--- src/rtl/edgeirq_pkg.sv ---
// Shared definitions for the edge capture interrupt port.
// Assumes a two-bit word offset on the register bus.
package edgeirq_pkg;
    localparam int REG_ADDR_W = 2;

    // Register offsets; software depends on these positions.
    typedef enum logic [REG_ADDR_W-1:0] {
        SEL_DATA = 2'd0,
        SEL_RSVD = 2'd1,
        SEL_MASK = 2'd2,
        SEL_CAP  = 2'd3
    } reg_sel_e;
endpackage

--- src/rtl/edgeirq_sync.sv ---
// Multi-stage synchronizer for a bus of independent asynchronous lines.
// Assumes each line is treated on its own (no bus coherency is implied).
module edgeirq_sync #(
    parameter int W      = 8,
    parameter int STAGES = 2
) (
    input  logic         clk,
    input  logic         rst_n,
    input  logic [W-1:0] d_i,
    output logic [W-1:0] q_o
);
    logic [W-1:0] stg_q [STAGES];

    // Purpose: shift the raw lines through the flop chain.
    always_ff @(posedge clk) begin
        if (!rst_n) begin
            for (int s = 0; s < STAGES; s++) stg_q[s] <= '0;
        end else begin
            stg_q[0] <= d_i;
            for (int s = 1; s < STAGES; s++) stg_q[s] <= stg_q[s-1];
        end
    end

    assign q_o = stg_q[STAGES-1];
endmodule

--- src/rtl/edgeirq_capture.sv ---
// Rising-edge detector with sticky per-bit capture and write-one-to-clear.
// Assumes sync_i is already in the clock domain; a set beats a clear.
// Capture is held off after reset until the synchronizer carries real samples.
module edgeirq_capture #(
    parameter int W    = 8,
    parameter int WARM = 3
) (
    input  logic         clk,
    input  logic         rst_n,
    input  logic [W-1:0] sync_i,
    input  logic [W-1:0] clr_i,
    output logic [W-1:0] cap_o
);
    localparam int               CNT_W    = $clog2(WARM + 1);
    localparam logic [CNT_W-1:0] WARM_END = CNT_W'(WARM);

    logic [CNT_W-1:0] warm_q;
    logic             armed;
    logic [W-1:0]     prev_q;
    logic [W-1:0]     cap_q;
    logic [W-1:0]     rise;
    logic [W-1:0]     cap_d;

    assign armed = (warm_q == WARM_END);

    // Purpose: count edges after reset until the sample pipeline is filled.
    always_ff @(posedge clk) begin
        if (!rst_n)      warm_q <= '0;
        else if (!armed) warm_q <= warm_q + 1'b1;
    end

    // Purpose: keep the previous synchronized sample for edge detection.
    always_ff @(posedge clk) begin
        if (!rst_n) prev_q <= '0;
        else        prev_q <= sync_i;
    end

    // Purpose: detect rising edges once armed.
    always_comb begin
        rise = armed ? (sync_i & ~prev_q) : '0;
    end

    // Purpose: next capture value, the clear applied first and the set on top.
    always_comb begin
        cap_d = (cap_q & ~clr_i) | rise;
    end

    // Purpose: hold the sticky capture bits.
    always_ff @(posedge clk) begin
        if (!rst_n) cap_q <= '0;
        else        cap_q <= cap_d;
    end

    assign cap_o = cap_q;


    set_beats_clear_chk: assert property (@(posedge clk) disable iff (!rst_n)
        (rise != '0) |=> ((cap_q & $past(rise)) == $past(rise)));


    rise_only_on_edge_chk: assert property (@(posedge clk) disable iff (!rst_n)
        ##1 ((cap_q & ~$past(cap_q) & ~$past(rise)) == '0));


    clear_only_written_chk: assert property (@(posedge clk) disable iff (!rst_n)
        ##1 (($past(cap_q) & ~cap_q & ~$past(clr_i)) == '0));


    quiet_until_armed_chk: assert property (@(posedge clk) disable iff (!rst_n)
        !armed |-> (cap_q == '0));
endmodule

--- src/rtl/edgeirq_regs.sv ---
// Register slave: mask storage, capture clear strobes and read multiplexer.
// Assumes single-cycle writes and a combinational read on the current offset.
module edgeirq_regs
    import edgeirq_pkg::*;
#(
    parameter int W = 8
) (
    input  logic                  clk,
    input  logic                  rst_n,
    input  logic [REG_ADDR_W-1:0] addr_i,
    input  logic                  wr_i,
    input  logic [W-1:0]          wdata_i,
    input  logic [W-1:0]          sync_i,
    input  logic [W-1:0]          cap_i,
    output logic [W-1:0]          mask_o,
    output logic [W-1:0]          clr_o,
    output logic [W-1:0]          rdata_o
);
    reg_sel_e     sel;
    logic [W-1:0] mask_q;

    assign sel = reg_sel_e'(addr_i);

    // Purpose: store the interrupt mask.
    always_ff @(posedge clk) begin
        if (!rst_n)                       mask_q <= '0;
        else if (wr_i && sel == SEL_MASK) mask_q <= wdata_i;
    end

    // Purpose: turn a capture write into per-bit clear strobes.
    always_comb begin
        clr_o = (wr_i && sel == SEL_CAP) ? wdata_i : '0;
    end

    // Purpose: select read data by offset.
    always_comb begin
        case (sel)
            SEL_DATA: rdata_o = sync_i;
            SEL_MASK: rdata_o = mask_q;
            SEL_CAP:  rdata_o = cap_i;
            default:  rdata_o = '0;
        endcase
    end

    assign mask_o = mask_q;


    mask_write_chk: assert property (@(posedge clk) disable iff (!rst_n)
        (wr_i && sel == SEL_MASK) |=> (mask_q == $past(wdata_i)));


    data_write_ignored_chk: assert property (@(posedge clk) disable iff (!rst_n)
        (wr_i && sel == SEL_DATA) |=> $stable(mask_q));
endmodule

--- src/rtl/edgeirq_port.sv ---
// Top of the edge capture interrupt port: synchronizer, capture, registers
// and the registered interrupt output. Assumes inputs are asynchronous.
module edgeirq_port
    import edgeirq_pkg::*;
#(
    parameter int NUM_IN      = 8,
    parameter int SYNC_STAGES = 2
) (
    input  logic                  clk,
    input  logic                  rst_n,
    input  logic [NUM_IN-1:0]     pin_in,
    input  logic [REG_ADDR_W-1:0] bus_addr,
    input  logic                  bus_wr,
    input  logic [NUM_IN-1:0]     bus_wdata,
    output logic [NUM_IN-1:0]     bus_rdata,
    output logic                  irq
);
    localparam int WARM_CYCLES = SYNC_STAGES + 1;

    logic [NUM_IN-1:0] sync_w;
    logic [NUM_IN-1:0] cap_w;
    logic [NUM_IN-1:0] mask_w;
    logic [NUM_IN-1:0] clr_w;
    logic              irq_q;

    edgeirq_sync #(.W(NUM_IN), .STAGES(SYNC_STAGES)) u_sync (
        .clk   (clk),
        .rst_n (rst_n),
        .d_i   (pin_in),
        .q_o   (sync_w)
    );

    edgeirq_capture #(.W(NUM_IN), .WARM(WARM_CYCLES)) u_cap (
        .clk    (clk),
        .rst_n  (rst_n),
        .sync_i (sync_w),
        .clr_i  (clr_w),
        .cap_o  (cap_w)
    );

    edgeirq_regs #(.W(NUM_IN)) u_regs (
        .clk     (clk),
        .rst_n   (rst_n),
        .addr_i  (bus_addr),
        .wr_i    (bus_wr),
        .wdata_i (bus_wdata),
        .sync_i  (sync_w),
        .cap_i   (cap_w),
        .mask_o  (mask_w),
        .clr_o   (clr_w),
        .rdata_o (bus_rdata)
    );

    // Purpose: register the interrupt from the masked capture bits.
    always_ff @(posedge clk) begin
        if (!rst_n) irq_q <= 1'b0;
        else        irq_q <= |(mask_w & cap_w);
    end

    assign irq = irq_q;


    irq_rise_cause_chk: assert property (@(posedge clk) disable iff (!rst_n)
        $rose(irq_q) |-> $past((mask_w & cap_w) != '0));


    irq_drop_chk: assert property (@(posedge clk) disable iff (!rst_n)
        ((mask_w & cap_w) == '0) |=> !irq_q);
endmodule

--- config.mk ---
export PLATFORM = sky130hd
export DESIGN_NAME = edgeirq_port
export DESIGN_NICKNAME = d
export VERILOG_FILES = /design/src/rtl/edgeirq_pkg.sv /design/src/rtl/edgeirq_sync.sv /design/src/rtl/edgeirq_capture.sv /design/src/rtl/edgeirq_regs.sv /design/src/rtl/edgeirq_port.sv
export SDC_FILE = /design/constraint.sdc
export NUM_CORES = 1
export LEC_CHECK = 0
export ABC_AREA = 1
export ABC_CLOCK_PERIOD_IN_PS = 3100
export BUFFER_PORTS_ARGS = -buffer_cell sky130_fd_sc_hd__buf_2
export CAP_MARGIN = 10
export CORE_ASPECT_RATIO = 0.8
export CORE_MARGIN = 4
export CORE_UTILIZATION = 58
export DETAILED_ROUTE_END_ITERATION = 6
export PLACE_DENSITY_LB_ADDON = 0.1
export SLEW_MARGIN = 25
export SYNTH_ARGS = -nofsm -noshare
export SYNTH_HDL_FRONTEND = slang
export SYNTH_SLANG_ARGS = --single-unit
--- constraint.sdc ---
create_clock -name clk -period 3.1 [get_ports clk]
set_clock_uncertainty 0.2 [all_clocks]
set_input_delay 0.31 -clock clk [delete_from_list [all_inputs] [get_ports clk]]
set_output_delay 0.31 -clock clk [all_outputs]
set_load 0.02 [all_outputs]
==> metrics.txt <==
status finished, final reports clean; Final Cycle Share 0.5666; Met1 Wirelength about 1500 µm; min-delay worst type in -> reg; # setup viols final 0; Ys Warns 0; post-layout min period 1.757 ns; CP max stage delay 0.30 ns; Nets 277; WHS Endpoint u_regs.mask_o[7]$_SDFFE_PN0P_; Cells after Synth 220; vias per inst 4.812; clk slew on worst S/H paths 0.11 ns; Arr. time, crit path roughly 1.3 ns; layout cells sized above 1 0.1608; Crit. Startpoint bus_addr[1]; CTS H-Tree Depth 2; Antenna diodes 0; CTS tree done; library cells used by synthesis 16; initial core utilization 0.6015; initial antenna violation count 0; fmax 569.3 MHz; hold depth 3; register area share after synthesis 0.5216; routed via count between 1000 and 1500; Placer Congestion 0.7943; die area about 3800 µm²; Hold Fails Final Rpt 0; IO Pins 30; Synth Net Count 242; Register-to-Register Setup Slack 1.69 ns; DRC errors left 0; core area 2744 µm²; number of CTS-inserted buffers 5; first-pass GRT wire length 5740 µm; DRT antenna net count 0; max_cap viols 0; Slew Viols, Final 0; maximum vdd drop 400.4 µV; crit path kind in -> out; Worst-Skew Late Latency about 0.34 ns; Bufs on Longest Clock Path 2; Die W a little under 70 µm; Least-Margin Pin Slew 0.4247 ns; total global routing overflow 0; P&R area growth vs syn 16.53%; initial drt markers 77; setup TNS 0 ns; Worst Path Max Fanout 17; input/output buffers 29; clock sink total 43; CP most frequent cell buf_2; Rows 17; CTS Root Cell clkbuf_4; static leakage 0.0009848 µW; Synth Area per Inst 7.502 µm²; Reg-to-Reg End u_cap.cap_o[4]$_SDFF_PN0_; routed length on met3 147 µm; Cell Area, Synth 1650 µm²; top sig layer met4; crit path cell chain buf_2 > inv_2 > nor2_4 > nand2_1 > nand3_1 > buf_2; reg2reg start u_cap.warm_q[0]$_SDFFE_PN0N_; startpoint types primary input; overall power 946.6 µW; path depth of the worst reg2reg path 5; RSZ-0062 raised after global routing no; CTS resizes 0; hold_sp bus_wdata[7]; PD cells between 400 and 500 nW/µm²; met2 WL 1459 µm; Crit-path slowest cell nor2_4; detailed placement HPWL 2221 µm; crit end category primary output; Die H 55.71 µm; GRT Total Usage 0.1985; CP Data Required Time 2.59 ns; number of global-route vias before repair between 1000 and 1500; Wirelength per Cell 10.98 µm; Seq cells post-synth 43; relative slew slack 0.7169; Post-Route WL between 3000 and 4000 µm; largest net degree at the start of global routing 28; First-pass DRT Iterations 4
-- synth_stat cells --
library cell,count,area (µm²)
nand2_1,81,304.0
dfxtp_1,43,860.8
inv_1,25,93.84
a21oi_1,18,90.09
nand3_1,16,80.08
nand4_1,8,50.05
nor2_1,7,26.28
buf_2,6,30.03
nand3b_1,5,37.54
inv_2,3,11.26
buf_4,2,15.01
o21ai_0,2,10.01
buf_6,1,11.26
ha_1,1,12.51
nor2_2,1,6.260
nor2_4,1,11.26
-- sequential cells by signal (all words and copies together), names as in the netlist --
signal,flops
u_cap.warm_q,2
u_cap.prev_q,8
irq,1
u_cap.cap_o,8
u_regs.mask_o,8
u_sync.stg_q,16
-- how the worst max path moves through the flow --
| stage | to | depth (start not counted) | slack (ns) |
|---|---|---|---|
| finish | bus_rdata[6] | 6 | 1.34 |
| global route | bus_rdata[2] | 6 | 1.23 |
| CTS | bus_rdata[6] | 6 | 1.36 |
| detailed placement | bus_rdata[6] | 6 | 1.36 |
| global placement | bus_rdata[1] | 6 | 1.39 |
| floorplan | bus_rdata[0] | 4 | 1.65 |
-- stage by stage --
| step | std cells | utilization | area, µm² | setup slack, ns | hold slack, ns |
|---|---|---|---|---|---|
| 2_1_floorplan | 220 | - | 1650 | 1.647 | 0.1905 |
| 3_3_place_gp | 278 | 0.6512 | 1787 | 1.392 | 0.1985 |
| 3_5_place_dp | 278 | 0.6512 | 1787 | 1.359 | 0.2017 |
| 4_1_cts | 293 | 0.7009 | 1923 | 1.357 | 0.02003 |
| 5_1_grt | 293 | 0.7009 | 1923 | 1.233 | 0.02859 |
| 6_report | 293 | 0.7009 | 1923 | 1.343 | 0.02956 |
-- layer usage --
layer  track usage  vias to the layer above
met5             0                        -
li1              -                      754
met3       0.06061                        8
met1        0.2592                      619
met4       0.07803                        0
met2        0.3024                       29
-- power by group --
group / switching [µW] / total (µW) / internal [µW]
registers: 11.7 / 587 / 575
logic: 54.6 / 90.2 / 35.6
clock network: 164 / 270 / 105
-- critical path, delay by kind of cell --
kind / cells / cell delay [ns]
buffers and inverters: 3 / 0.45
and+or+nand+nor: 3 / 0.48
-- cells by family (layout without fill, tap and decap cells) --
logic type,count (synthesis),in the layout,synth area share
simple gates,119,119,0.3124
flops,43,43,0.5216
buf+inv,37,72,0.09780
compound gates,20,20,0.06065
fa+ha+maj,1,1,0.007580
-- cells in the final DEF, fill, tap and decap left out, drive strengths merged --
| cell type | instances |
|---|---|
| buf | 29 |
| dfxtp | 43 |
| nand4 | 8 |
| dlygate4sd3 | 8 |
| ha | 1 |
| clkbuf | 6 |
| nand2 | 81 |
| a21oi | 18 |
| nor2 | 9 |
| clkinv | 1 |
| nand3b | 5 |
| nand3 | 16 |
| inv | 28 |
| o21ai | 2 |
-- cell type report --
cell class                 instances  area (µm²)
clock buffer                       6       51.30
clock inverter                     1       5.005
fill                             238       820.8
inverter                          28       105.1
multi-input combinational        140       628.1
sequential                        43       860.8
tap                               38       47.55
timing repair buffer              37       225.2
-- timing repair --
item / 4_1_cts / 5_1_grt
hold buffers: 8 / 0
hold endpoints to repair: 8 / 0
buffers inserted: 0 / 0
Power figures use the tool's default switching activity.
